File: src/rtl/rs_pkg.sv
package rs_pkg;

  localparam int PIX_W     = 8;
  localparam int TAPS      = 6;
  localparam int CTR_TAP   = 2;
  localparam int COEF_W    = 11;
  localparam int FRAC_BITS = 9;
  localparam int ACC_W     = 24;
  localparam int PIX_MAX   = (1 << PIX_W) - 1;

  typedef enum logic {
    MODE_UP   = 1'b0,
    MODE_DOWN = 1'b1
  } scale_mode_e;

  typedef enum logic {
    ST_FILL = 1'b0,
    ST_EMIT = 1'b1
  } seq_state_e;

  // Phase-indexed kernel table: phase 0 is a unit impulse on the centre tap,
  // phase 1 is the Lanczos3 kernel sampled at half-sample offsets.
  function automatic logic signed [COEF_W-1:0] kernel_coef(input logic half_phase,
                                                           input int   tap);
    logic signed [COEF_W-1:0] c;
    c = '0;
    if (!half_phase) begin
      if (tap == CTR_TAP) c = COEF_W'(1 << FRAC_BITS);
    end else begin
      case (tap)
        0, 5:    c = COEF_W'(13);
        1, 4:    c = COEF_W'(-70);
        2, 3:    c = COEF_W'(313);
        default: c = '0;
      endcase
    end
    return c;
  endfunction

endpackage

File: src/rtl/rs_line_buf.sv
module rs_line_buf
  import rs_pkg::*;
#(
  parameter int LINE_LEN = 8,
  localparam int SEL_W   = $clog2(LINE_LEN)
) (
  input  logic                             clk,
  input  logic                             rst_n,
  input  logic                             we_i,
  input  logic [SEL_W-1:0]                 waddr_i,
  input  logic [PIX_W-1:0]                 wdata_i,
  output logic [LINE_LEN-1:0][PIX_W-1:0]   line_o
);

  logic [LINE_LEN-1:0][PIX_W-1:0] mem_q;
  logic [LINE_LEN-1:0][PIX_W-1:0] mem_d;

  always_comb begin
    mem_d = mem_q;
    if (we_i) mem_d[waddr_i] = wdata_i;
  end

  always_ff @(posedge clk or negedge rst_n) begin
    if (!rst_n) mem_q <= '0;
    else if (we_i) mem_q <= mem_d;
  end

  assign line_o = mem_q;

endmodule

File: src/rtl/rs_lanczos_fir.sv
module rs_lanczos_fir
  import rs_pkg::*;
#(
  parameter int LINE_LEN = 8,
  localparam int SEL_W   = $clog2(LINE_LEN),
  localparam int IDX_W   = SEL_W + 1
) (
  input  logic [LINE_LEN-1:0][PIX_W-1:0] line_i,
  input  logic [IDX_W-1:0]               out_idx_i,
  output logic [PIX_W-1:0]               pix_o
);

  localparam int ROUND = 1 << (FRAC_BITS - 1);

  logic                     half_phase;
  logic [SEL_W-1:0]         center;
  logic signed [ACC_W-1:0]  prod [TAPS];
  logic signed [ACC_W-1:0]  acc;
  logic signed [ACC_W-1:0]  scaled;

  assign half_phase = out_idx_i[0];
  assign center     = out_idx_i[IDX_W-1:1];

  for (genvar t = 0; t < TAPS; t++) begin : g_tap
    logic [PIX_W-1:0] smp;
    always_comb begin
      int pos;
      pos = int'(center) + t - CTR_TAP;
      if (pos < 0)             pos = 0;
      if (pos > LINE_LEN - 1)  pos = LINE_LEN - 1;
      smp = line_i[SEL_W'(pos)];
    end
    assign prod[t] = ACC_W'($signed({1'b0, smp})) * ACC_W'(kernel_coef(half_phase, t));
  end

  always_comb begin
    acc = '0;
    for (int t = 0; t < TAPS; t++) acc = acc + prod[t];
    scaled = (acc + ACC_W'(ROUND)) >>> FRAC_BITS;
    if (scaled < 0)                    pix_o = '0;
    else if (scaled > ACC_W'(PIX_MAX)) pix_o = PIX_W'(PIX_MAX);
    else                               pix_o = scaled[PIX_W-1:0];
  end

endmodule

File: src/rtl/rs_pair_avg.sv
module rs_pair_avg
  import rs_pkg::*;
#(
  parameter int LINE_LEN = 8,
  localparam int SEL_W   = $clog2(LINE_LEN),
  localparam int PAIR_W  = SEL_W - 1
) (
  input  logic [LINE_LEN-1:0][PIX_W-1:0] line_i,
  input  logic [PAIR_W-1:0]              pair_idx_i,
  output logic [PIX_W-1:0]               pix_o
);

  logic [PIX_W-1:0] even_pix;
  logic [PIX_W-1:0] odd_pix;
  logic [PIX_W:0]   pair_sum;

  assign even_pix = line_i[{pair_idx_i, 1'b0}];
  assign odd_pix  = line_i[{pair_idx_i, 1'b1}];
  assign pair_sum = {1'b0, even_pix} + {1'b0, odd_pix} + (PIX_W+1)'(1);
  assign pix_o    = pair_sum[PIX_W:1];

endmodule

File: src/rtl/rs_line_rescaler.sv
module rs_line_rescaler
  import rs_pkg::*;
#(
  parameter int LINE_LEN = 8
) (
  input  logic       clk,
  input  logic       rst_n,
  input  logic       mode_down_i,
  input  logic       in_valid_i,
  output logic       in_ready_o,
  input  logic [7:0] in_data_i,
  output logic       out_valid_o,
  input  logic       out_ready_i,
  output logic [7:0] out_data_o
);

  localparam int SEL_W   = $clog2(LINE_LEN);
  localparam int PAIR_W  = SEL_W - 1;
  localparam int CNT_W   = SEL_W + 1;
  localparam int UP_OUTS = 2 * LINE_LEN;
  localparam int DN_OUTS = LINE_LEN / 2;

  seq_state_e  state_q, state_d;
  scale_mode_e mode_q,  mode_d;
  logic [CNT_W-1:0] cnt_q, cnt_d;
  logic [CNT_W-1:0] last_out;
  logic             in_fire;

  logic [LINE_LEN-1:0][PIX_W-1:0] line_w;
  logic [PIX_W-1:0] fir_pix;
  logic [PIX_W-1:0] avg_pix;

  assign in_ready_o  = (state_q == ST_FILL);
  assign out_valid_o = (state_q == ST_EMIT);
  assign in_fire     = in_ready_o && in_valid_i;
  assign last_out    = (mode_q == MODE_UP) ? CNT_W'(UP_OUTS - 1) : CNT_W'(DN_OUTS - 1);

  // next-state
  always_comb begin
    state_d = state_q;
    cnt_d   = cnt_q;
    mode_d  = mode_q;
    case (state_q)
      ST_FILL: begin
        if (in_valid_i) begin
          if (cnt_q == '0) mode_d = scale_mode_e'(mode_down_i);
          if (cnt_q == CNT_W'(LINE_LEN - 1)) begin
            state_d = ST_EMIT;
            cnt_d   = '0;
          end else begin
            cnt_d = cnt_q + 1'b1;
          end
        end
      end
      default: begin
        if (out_ready_i) begin
          if (cnt_q == last_out) begin
            state_d = ST_FILL;
            cnt_d   = '0;
          end else begin
            cnt_d = cnt_q + 1'b1;
          end
        end
      end
    endcase
  end

  // registers
  always_ff @(posedge clk or negedge rst_n) begin
    if (!rst_n) begin
      state_q <= ST_FILL;
      cnt_q   <= '0;
      mode_q  <= MODE_UP;
    end else begin
      state_q <= state_d;
      cnt_q   <= cnt_d;
      mode_q  <= mode_d;
    end
  end

  rs_line_buf #(.LINE_LEN(LINE_LEN)) u_buf (
    .clk     (clk),
    .rst_n   (rst_n),
    .we_i    (in_fire),
    .waddr_i (cnt_q[SEL_W-1:0]),
    .wdata_i (in_data_i),
    .line_o  (line_w)
  );

  rs_lanczos_fir #(.LINE_LEN(LINE_LEN)) u_fir (
    .line_i    (line_w),
    .out_idx_i (cnt_q),
    .pix_o     (fir_pix)
  );

  rs_pair_avg #(.LINE_LEN(LINE_LEN)) u_avg (
    .line_i     (line_w),
    .pair_idx_i (cnt_q[PAIR_W-1:0]),
    .pix_o      (avg_pix)
  );

  assign out_data_o = (mode_q == MODE_UP) ? fir_pix : avg_pix;

  // Assertions
  AST_NO_OVERLAP: assert property (@(posedge clk) disable iff (!rst_n)
    !(in_ready_o && out_valid_o));

  AST_EMIT_STARTS_AT_ZERO: assert property (@(posedge clk) disable iff (!rst_n)
    $rose(out_valid_o) |-> (cnt_q == '0));

  AST_PHASE0_COPY: assert property (@(posedge clk) disable iff (!rst_n)
    (out_valid_o && mode_q == MODE_UP && !cnt_q[0]) |->
      (out_data_o == line_w[cnt_q[CNT_W-1:1]]));

  AST_AVG_BOUNDS: assert property (@(posedge clk) disable iff (!rst_n)
    (out_valid_o && mode_q == MODE_DOWN) |->
      ((out_data_o >= line_w[{cnt_q[PAIR_W-1:0], 1'b0}] ||
        out_data_o >= line_w[{cnt_q[PAIR_W-1:0], 1'b1}]) &&
       (out_data_o <= line_w[{cnt_q[PAIR_W-1:0], 1'b0}] ||
        out_data_o <= line_w[{cnt_q[PAIR_W-1:0], 1'b1}])));

  AST_MODE_FROZEN: assert property (@(posedge clk) disable iff (!rst_n)
    out_valid_o |=> $stable(mode_q));

  AST_OUT_HOLD: assert property (@(posedge clk) disable iff (!rst_n)
    (out_valid_o && !out_ready_i) |=> (out_valid_o && $stable(out_data_o)));

endmodule

File: config.mk
export PLATFORM = sky130hd
export DESIGN_NAME = rs_line_rescaler
export DESIGN_NICKNAME = d
export VERILOG_FILES = /design/src/rtl/rs_pkg.sv /design/src/rtl/rs_line_buf.sv /design/src/rtl/rs_lanczos_fir.sv /design/src/rtl/rs_pair_avg.sv /design/src/rtl/rs_line_rescaler.sv
export SDC_FILE = /design/constraint.sdc
export NUM_CORES = 1
export LEC_CHECK = 0
export ABC_AREA = 1
export ABC_CLOCK_PERIOD_IN_PS = 13100
export CAP_MARGIN = 25
export CELL_PAD_IN_SITES_DETAIL_PLACEMENT = 0
export CELL_PAD_IN_SITES_GLOBAL_PLACEMENT = 1
export CORE_ASPECT_RATIO = 1.75
export CORE_MARGIN = 4
export CORE_UTILIZATION = 25
export DETAILED_ROUTE_END_ITERATION = 6
export DONT_BUFFER_PORTS = 1
export PLACE_DENSITY_LB_ADDON = 0.1
export SETUP_SLACK_MARGIN = 0.5
export SYNTH_ARGS = -nofsm -noshare
export SYNTH_HDL_FRONTEND = slang
export SYNTH_HIERARCHICAL = 1
export SYNTH_SLANG_ARGS = --single-unit
File: constraint.sdc
create_clock -name clk -period 13.1 [get_ports clk]
set_input_delay 1.965 -clock clk [delete_from_list [all_inputs] [get_ports clk]]
set_output_delay 1.965 -clock clk [all_outputs]
set_load 0.02 [all_outputs]
== Yosys cells after proc, flatten, opt, wreduce, memory -nomap -nowiden ==
Index checks and enable logic that the tools add are counted.
Storage, ports and cells
  register bits after elaboration: 70
  word-level logic and storage cells: 126
  output and inout bits: 10
  input port bits: 13
Operators by class
  bitwise operators: 1
  equality and inequality tests: 3
  $lt $le $gt $ge: 24
  $add $sub $neg: 20
  multiply operators: 6
  reductions and logical operators: 6
  multiplexer cells: 55
Operators with widths (count)
  $gt A32 B4 Y1 const B: 6
  $lt A32 B1 Y1 const B: 6
  $mux W32: 6
  $sub A32 B3 Y32 const B: 5
  $bmux W8 S3: 6
  $mux W8: 18
  $add A24 B24 Y24: 5
  $bwmux W64: 1
  $mul A9 B11 Y20: 2
  $bmux W8 S2: 2
  $lt A3 B5 Y1 const B: 6
  $mux W4: 7
  $add A24 B10 Y24 const B: 1
  $demux W8 S3: 1
  $mul A8 B4 Y12: 2
  $mul A8 B10 Y18: 1
  $mux W3: 6
  $mul A8 B9 Y17: 1
  $gt A15 B9 Y1 const B: 1
  $lt A15 B1 Y1 const B: 1
  $lt A3 B4 Y1 const B: 3
  $mux W11: 1
  $mux W10: 1
  $add A8 B8 Y9: 1
  18 further kinds: 25

== Depth between registers and ports, before layout ==
Gate-level depths: netlist of the first run.
  word-level depth: 20
  mapped depth: 60
  depth with buffers taken out: 58

== By module ==
Netlist of the first run, hierarchy kept.
Modules (own cells, without submodules)
  rs_lanczos_fir: sequential area each 0.0 um2, area an instance 13207.7 um2, cells each 1776, times used 1
  rs_line_buf: sequential area each 1601.5 um2, area an instance 2668.8 um2, cells each 295, times used 1
  rs_pair_avg: sequential area each 0.0 um2, area an instance 737.0 um2, cells each 137, times used 1
  rs_line_rescaler: sequential area each 150.1 um2, area an instance 478.0 um2, cells each 72, times used 1

== Worst setup path before layout of the first run ==
Ideal clock, no wire load.
  path type: register to output
  from: register cnt_q[1]
  to: output port out_data_o[6]
  data required time: 11.135 ns
  data arrival time: 11.187 ns
  path buffers: 4
  stages on the path, launching flop included: 50
  path slack: -0.052 ns
  path through: dfrtp_1 buf_4 inv_2 buf_2 buf_1 ha_1 inv_1 o21ai_2 clkbuf_1 o211ai_1 a21oi_1 nor3_1 ha_1 ha_1 inv_1 fa_1 inv_1 fa_1 [14 not listed] inv_1 fa_1 inv_1 fa_1 inv_1 ha_1 nand2_1 nor2_1 a21oi_1 inv_1 a221oi_1 nand4_1 nand2_4 nand4_1 nand2_1 inv_1 nand2_1 nand2_1
On the way
  longest elaborated chain between the ends: 20
  elaborated cells on any way between the ends: 76
  those cells by class: 19 x add/sub; 6 x mul; 14 x order compare; 37 x mux
RTL lines
  from (decl): line rs_line_rescaler.sv:25  | logic [CNT_W-1:0] cnt_q, cnt_d;
  from (signal assigned): line rs_line_rescaler.sv:76  | cnt_q <= cnt_d;
  $add A3 B1 Y4: line rs_lanczos_fir.sv:28  | pos = int'(center) + t - CTR_TAP;
  $sub A32 B3 Y32: line rs_lanczos_fir.sv:28
  $lt A32 B1 Y1: line rs_lanczos_fir.sv:29  | if (pos < 0) pos = 0;
  $mux W32: line rs_lanczos_fir.sv:29
  $gt A32 B4 Y1: line rs_lanczos_fir.sv:30  | if (pos > LINE_LEN - 1) pos = LINE_LEN - 1;
  $mux W3: line rs_lanczos_fir.sv:30
  $bmux W8 S3: line rs_lanczos_fir.sv:31  | smp = line_i[SEL_W'(pos)];
  $mux W8 (not written as such) (2 in series): line rs_lanczos_fir.sv:31
  $mul A9 B11 Y20: line rs_lanczos_fir.sv:33  | assign prod[t] = ACC_W'($signed({1'b0, smp})) * ACC_W'(kernel_coef(half_phase, t));
  $add A24 B24 Y24 (4 in series): line rs_lanczos_fir.sv:38  | for (int t = 0; t < TAPS; t++) acc = acc + prod[t];
  $add A24 B24 Y24 *: line rs_lanczos_fir.sv:38
  $add A24 B10 Y24 *: line rs_lanczos_fir.sv:39  | scaled = (acc + ACC_W'(ROUND)) >>> FRAC_BITS;
  $gt A15 B9 Y1: line rs_lanczos_fir.sv:41  | else if (scaled > ACC_W'(PIX_MAX)) pix_o = PIX_W'(PIX_MAX);
  $mux W8: line rs_lanczos_fir.sv:41
  $mux W8 *: line rs_lanczos_fir.sv:40  | if (scaled < 0) pix_o = '0;
  named net fir_pix[6]: line rs_line_rescaler.sv:30  | logic [PIX_W-1:0] fir_pix;
  $mux W8 *: line rs_line_rescaler.sv:102  | assign out_data_o = (mode_q == MODE_UP) ? fir_pix : avg_pix;
  to (decl): line rs_line_rescaler.sv:14  | output logic [7:0] out_data_o
The timed path passes the listed nets; every way through them passes the cells marked *. The select of a mux whose other input is x is not followed.

== Worst setup path in the final report of the first run ==
  from: register cnt_q[1]
  to: output port out_data_o[1]
The elaborated chain is that of the path after synthesis.

==> results of run 1 <==
tightest hold or removal path, stage by stage, from the launching register on:
cell	delay, ns
dfrtp_1	0.38
nand2_1	0.06
nand2_1	0.05
final cells by class:
| type | count | share of cell area [%] |
|---|---|---|
| Multi-Input combinational cell | 1614 | 64.5 |
| Clock buffer | 10 | 1.09 |
| Tap cell | 896 | 5.12 |
| Sequential cell | 70 | 8.02 |
| Timing Repair Buffer | 301 | 11.7 |
| Clock inverter | 6 | 0.314 |
| Inverter | 530 | 9.26 |
| Antenna cell | 2 | 0.0229 |
cells in the final DEF, fill, tap and decap left out, types with 16 or more instances in the layout:
master / n
fa_1: 183
nand2_1: 374
o211ai_1: 36
ha_1: 209
nand3_1: 70
xor2_1: 27
dfrtp_1: 66
ha_4: 35
o21ai_2: 16
nor2_1: 94
buf_6: 26
o21ai_1: 28
inv_1: 478
nand2_2: 37
inv_2: 43
buf_4: 258
o22ai_1: 20
nand2_4: 16
a21oi_2: 28
o21ai_0: 138
a21oi_1: 129
registers in the layout, summed over array words and instances, names as in the netlist:
| register | count |
|---|---|
| u_buf/line_o | 64 |
| cnt_q | 4 |
| mode_q | 1 |
| out_valid_o | 1 |
metrics by stage:
stage	setup WS (ns)	hold slack [ns]	setup TNS [ns]	cell area [sq um]	utilization, %
floorplan	0.517	0.458	0	17100	-
global placement	-0.641	0.515	-5.03	19600	29.0
detailed placement	-0.555	0.516	-4.30	19600	29.0
CTS	0.395	0.533	0	21300	31.6
global route	0.0126	0.560	0	21900	32.4
finish	0.459	0.526	0	21900	32.4
per-layer routing:
layer | vias to the layer above | share of wire (%)
li1 | 7734 | -
met1 | 7810 | 32
met2 | 312 | 58
met3 | 146 | 1.6
met4 | 0 | 7.6
met5 | - | 0
cells by family after synthesis:
logic type / count (synthesis) / synth area share [%]
compound gates: 458 / 15.2
xor+xnor: 46 / 2.47
fa+ha+maj: 439 / 40.7
buf+inv: 596 / 14.2
flops: 70 / 10.2
simple gates: 671 / 17.3
cell usage after synthesis, types with 8 or more instances:
library cell  instances
a21oi_1             161
ha_1                245
fa_1                194
a211oi_1             13
buf_2                18
nand4_1              14
xnor2_1              13
inv_1               515
clkbuf_1             31
nand2_2              19
nand3_1              70
bufbuf_8              8
nor3_1               19
o21bai_1             11
dfrtp_1              70
o211ai_1             36
o22ai_1              21
o21ai_0             174
xor2_1               32
nor2_1              112
inv_2                11
nand2_1             402
nand3_2               8
what timing repair did:
item,CTS,global route
gates resized for setup,252,86
cloned,0,4
setup endpoints to repair,8,8
setup buffers,39,19
pin swaps,160,88
worst paths after layout:
kind / start / to / slack [ns] / cells past startpoint
hold reg to reg: u_buf/line_o[19] / u_buf/line_o[19] / 0.53 / 2
hold / removal: u_buf/line_o[19] / u_buf/line_o[19] / 0.53 / 2
min in group asynchronous: rst_n / cnt_q[3] / 1.29 / 0
setup / recovery: cnt_q[1] / out_data_o[1] / 0.46 / 51
max in group asynchronous: rst_n / u_buf/line_o[43] / 11.63 / 0
setup reg to reg: out_valid_o / u_buf/line_o[46] / 10.76 / 8
==> Implementation_results.wiki, run 1 <==
{| class="wikitable"
! Metric !! Value
|-
| Root Buffer || clkbuf_16
|-
| Worst-path fanout max || 8
|-
| Initial antenna violation count || 0
|-
| Clock latency reported for the late side of the worst-skew pair || ~0.36 ns
|-
| Count of buffer and inverter cells on the critical path || 20
|-
| Fin cells || 3429
|-
| Status || finished, final reports clean
|-
| Total count of hold-check failures in the final report || 0
|-
| First drt pass iteration count || 5
|-
| Top flip-flop cell by instance count after synthesis || dfrtp_1
|-
| Count of flip-flops with a built-in enable after synthesis || 0
|-
| Number of register bits inferred by synthesis || 70
|-
| Routability-driven placement congestion ratio || about 0.9
|-
| Iter 0 DRT Violations || ~790
|-
| Clock-pin transition on the worst setup and hold timing paths || ~0.07 ns
|-
| Critical path's largest stage delay || between 0.5 and 0.6 ns
|-
| Area of the die || around 73000 sq um
|-
| Count of distinct cell types in the synthesized netlist || 59
|-
| Endpoint kind of the worst setup timing path || output port
|-
| Die W || ~200 um
|-
| Maximum number of pins on one net before global-route repair || around 70
|-
| Number of clock sinks seen by CTS || 70
|-
| Measured slew at the worst slew-check pin || about 1.0 ns
|-
| Max Freq || about 0.079 GHz
|-
| Req. time, crit path || between 10 and 15 ns
|-
| Post-DR vias/cell || around 4.7
|-
| Data arrival at the endpoint of the critical path || 10.68 ns
|-
| Synthesized instance count || between 2000 and 2500
|-
| Total clock buffers created by CTS || 9
|-
| Count of port buffers added during placement || 0
|-
| Highest-delay cell along the critical path || fa_1
|-
| Layout Area Growth over Synthesis || 28.1%
|-
| Count of nets after finishing || around 3000
|-
| Routing layer with the top usage in global route || met2
|-
| Dpl hpwl || between 60000 and 70000 um
|-
| Share of async-settable or async-resettable flops after synthesis || 100%
|-
| Top area cells in the synthesized netlist || fa_1 (23%), ha_1 (18%), inv_1 (11%)
|-
| Worst min path class || reg2reg
|-
| Global-route wire length before repair || approximately 110000 um
|-
| Top cell type's share of synthesized area || 22.7%
|-
| Cell area after synthesis || 17100 sq um
|-
| Num rows || roughly 130
|-
| Aggregate global-route resource usage || approximately a fifth
|-
| Post-route minimum period || ~13 ns
|-
| Mean routed wirelength per cell || about 22 um
|-
| Fraction of layout cells with a size suffix above 1 || 23.7%
|-
| Remaining design rule violation count || 0
|-
| Hold_buf cts || 0
|-
| H-Tree Level Count || 3
|-
| Fillers || ~7300
|-
| Total number of yosys warnings || 6
|-
| Number of pins exceeding their max-slew limit in the final report || 0
|-
| Global route overflow || 0
|-
| Remaining max-slew budget at the tightest pin || a little under a third
|-
| Setup repair after global routing missed its margin || true
|-
| Top-level port count || 23
|-
| DP Cell Count || 3349
|-
| Routing usage on met1 || about a fifth
|-
| Worst Setup Path Type || reg2out
|-
| Clock tree from TritonCTS || built
|-
| Initial core utilization || ~25%
|-
| Antenna Nets Post-Route || 0
|-
| Core area || just under 70000 sq um
|-
| Synthesized net count || 2732
|-
| Area taken by flip-flops and latches || between 1500 and 2000 sq um
|-
| Area of the multi-input gates || 14100 sq um
|-
| Max-cap violation count || 0
|-
| Dominant cell type by area after synthesis || fa_1
|-
| Proportion of synthesized chip area in sequential cells || 10.2%
|-
| Number of global-route vias before repair || approximately 17000
|-
| Maximum clock skew at final layout || about 0.013 ns
|-
| Clk buf depth || 2
|-
| Most common cell type on the critical path || fa_1
|-
| Post-Synthesis Mean Instance Area || 7.50 sq um
|-
| Total routed wirelength || about 74000 um
|-
| Cell family with most CP delay || adder cells
|-
| Setup violations, final || 0
|-
| Startpoint types || flip-flop
|-
| Total via count after detailed routing || 16002
|-
| Final cycle utilization of the critical path || between 90 and 100%
|-
| Met2 Track Usage GR || a little over two fifths
|-
| GR Layer Usage met3 || 0.751%
|-
| Height of the chip || about 350 um
|}
Power of run 1 is not shown: default switching activity piles up to over one toggle a cycle in this logic, so the estimate is an artifact.
==> run 2, diff against run 1 <==
- PLACE_DENSITY: unset -> 0.47
- PLACE_DENSITY_LB_ADDON: 0.1 -> unset
==> Implementation_results.wiki, run 2 (synthesized netlist as in run 1, its figures left out) <==
{| class="wikitable"
! Metric !! Value
|-
| Total routed wirelength || 74000 um (-0.56%)
|-
| Final worst setup slack || 0.416 ns (-0.0433 ns)
|-
| Data arrival at the endpoint of the critical path || 10.72 ns (+0.04 ns)
|-
| Die W || 206 um (unchanged)
|-
| Global-route wire length before repair || 110000 um (about the same)
|-
| Clk buf depth || 2 (unchanged)
|-
| First drt pass iteration count || 5 (unchanged)
|-
| DP Cell Count || 3322 (-0.81%)
|-
| WHS || 0.530 ns (+0.00410 ns)
|-
| Commonest cells after routing, fill and taps aside || inv_1 (467), nand2_1 (373), buf_4 (235), ha_1 (208), fa_1 (186)
|-
| Commonest non-fill, non-tap cell in the layout || inv_1
|-
| Top-level port count || 23 (unchanged)
|-
| Setup repair after global routing missed its margin || true
|-
| Hold_buf cts || 0 (unchanged)
|-
| Most common cell type on the critical path || fa_1
|-
| Post-route minimum period || 12.68 ns (+0.0433 ns)
|-
| Max Freq || 0.0788 GHz (-0.34%)
|-
| Count of nets after finishing || 2952 (-0.87%)
|-
| Worst-path fanout max || 8 (unchanged)
|-
| Highest-delay cell along the critical path || fa_1
|-
| Startpoint types || flip-flop
|-
| Pre-CTS setup slack || -0.360 ns (+0.196 ns)
|-
| Core area || 67600 sq um (unchanged)
|-
| Aggregate global-route resource usage || 20.4% (about the same)
|-
| Num rows || 126 (unchanged)
|-
| H-Tree Level Count || 3 (unchanged)
|-
| Req. time, crit path || 11.14 ns (about the same)
|-
| Initial core utilization || 25.3% (unchanged)
|-
| Setup violations, final || 0 (unchanged)
|-
| Critical path's largest stage delay || 0.56 ns (-0.03 ns)
|-
| Initial antenna violation count || 0 (unchanged)
|-
| Total via count after detailed routing || 16092 (+0.56%)
|-
| Clock tree from TritonCTS || built
|-
| Status || finished, final reports clean
|-
| Area of the die || 72800 sq um (unchanged)
|-
| Remaining max-slew budget at the tightest pin || 25.6% (-4.5 points)
|-
| Max-cap violation count || 0 (unchanged)
|-
| Routability-driven placement congestion ratio || 0.915 (+2.0%)
|-
| Measured slew at the worst slew-check pin || 1.12 ns (+0.0715 ns)
|-
| Remaining design rule violation count || 0 (unchanged)
|-
| Area of the multi-input gates || 14200 sq um (+0.35%)
|-
| Post-DR vias/cell || 4.73 (+1.4%)
|-
| Total count of hold-check failures in the final report || 0 (unchanged)
|-
| Count of port buffers added during placement || 0 (unchanged)
|-
| Area taken by flip-flops and latches || 1760 sq um (about the same)
|-
| Number of clock sinks seen by CTS || 70 (unchanged)
|-
| Total clock buffers created by CTS || 9 (unchanged)
|-
| Fraction of layout cells with a size suffix above 1 || 23.3% (-0.39 points)
|-
| Iter 0 DRT Violations || 851 (+8.1%)
|-
| Layout Area Growth over Synthesis || 27.6%
|-
| Height of the chip || 354 um (unchanged)
|-
| Maximum number of pins on one net before global-route repair || 71 (unchanged)
|-
| Clock latency reported for the late side of the worst-skew pair || 0.36 ns (about the same)
|-
| Antenna Nets Post-Route || 0 (unchanged)
|-
| Antenna cells || 0 (-2)
|-
| Fin cells || 3401 (-0.82%)
|-
| Clock-pin transition on the worst setup and hold timing paths || 0.07 ns (about the same)
|-
| Endpoint kind of the worst setup timing path || output port
|-
| Largest register FFs || 64 (unchanged)
|-
| Root Buffer || clkbuf_16
|-
| Fillers || 7302 (-0.49%)
|-
| Final cycle utilization of the critical path || 96.8% (+0.33 points)
|-
| Mean routed wirelength per cell || 21.8 um (+0.26%)
|-
| Worst min path class || reg2reg
|-
| Global route overflow || 0 (unchanged)
|-
| Setup TNS after final layout || 0 ns (unchanged)
|-
| Number of pins exceeding their max-slew limit in the final report || 0 (unchanged)
|-
| Dpl hpwl || 62900 um (-1.8%)
|-
| Maximum clock skew at final layout || 0.0107 ns (-0.00202 ns)
|-
| Number of global-route vias before repair || 17325 (-0.32%)
|-
| Worst Setup Path Type || reg2out
|}
-- run 2: cell count changes in the layout (fill, tap and decap cells not counted), moves of 4 or more --
cell      before  now
buf_4        258  235
inv_1        478  467
nor2_4        10   18
inv_2         43   50
nor2_1        94   88
a211oi_2       4    8
o21ai_0      138  142
-- run 2: worst max-delay path, delay by kind of cell (launching register included) --
| family | cells | cell delay (ns) |
|---|---|---|
| compound gates | 3 | 0.25 |
| xor+xnor | 1 | 0.18 |
| fa+ha+maj | 14 | 5.97 |
| buf+inv | 22 | 1.92 |
| flops | 1 | 0.40 |
| simple gates | 15 | 1.63 |
-- run 2: area by class of cell --
class | count | share of cell area, %
well taps | 896 | 5.14
clock inverters | 7 | 0.448
multi-input cells | 1614 | 65.0
inverters | 530 | 9.32
flip-flops and latches | 70 | 8.05
repair buffers | 275 | 11.0
clock buffers | 9 | 1.03
-- run 2: per-stage QoR --
step | instance area, sq um | util, %
floorplan | 17100 | -
detailed placement | 19500 | 28.8
finish | 21800 | 32.2
CTS | 21100 | 31.2
global placement | 19500 | 28.8
global route | 21800 | 32.2
-- run 2: metal layers --
| metal | GRT usage [%] | vias to the layer above | share of wire [%] | wire length [um] |
|---|---|---|---|---|
| li1 | - | 7686 | - | - |
| met1 | 19.2 | 7787 | 32 | 23700 |
| met2 | 41.6 | 430 | 57 | 42300 |
| met3 | 1.04 | 189 | 2.1 | 1530 |
| met4 | 12.9 | 0 | 8.6 | 6390 |
| met5 | 0 | - | 0 | 0 |
-- run 2: final timing paths --
kind,from,end,slack [ns],cells after the start
min reg2reg,u_buf/line_o[19],u_buf/line_o[19],0.53,2
max,cnt_q[2],out_data_o[0],0.42,55
min in group asynchronous,rst_n,cnt_q[1],1.30,0
max in group asynchronous,rst_n,u_buf/line_o[48],11.62,0
max reg2reg,out_valid_o,u_buf/line_o[47],10.73,8
min,u_buf/line_o[19],u_buf/line_o[19],0.53,2
-- run 2: timing repair --
item | 4_1_cts | 5_1_grt
cloned | 4 | 2
pin swaps | 126 | 112
setup buffers | 33 | 24
gates resized for setup | 230 | 119
setup endpoints to repair | 8 | 8
Power of run 2 is left out for the same reason.
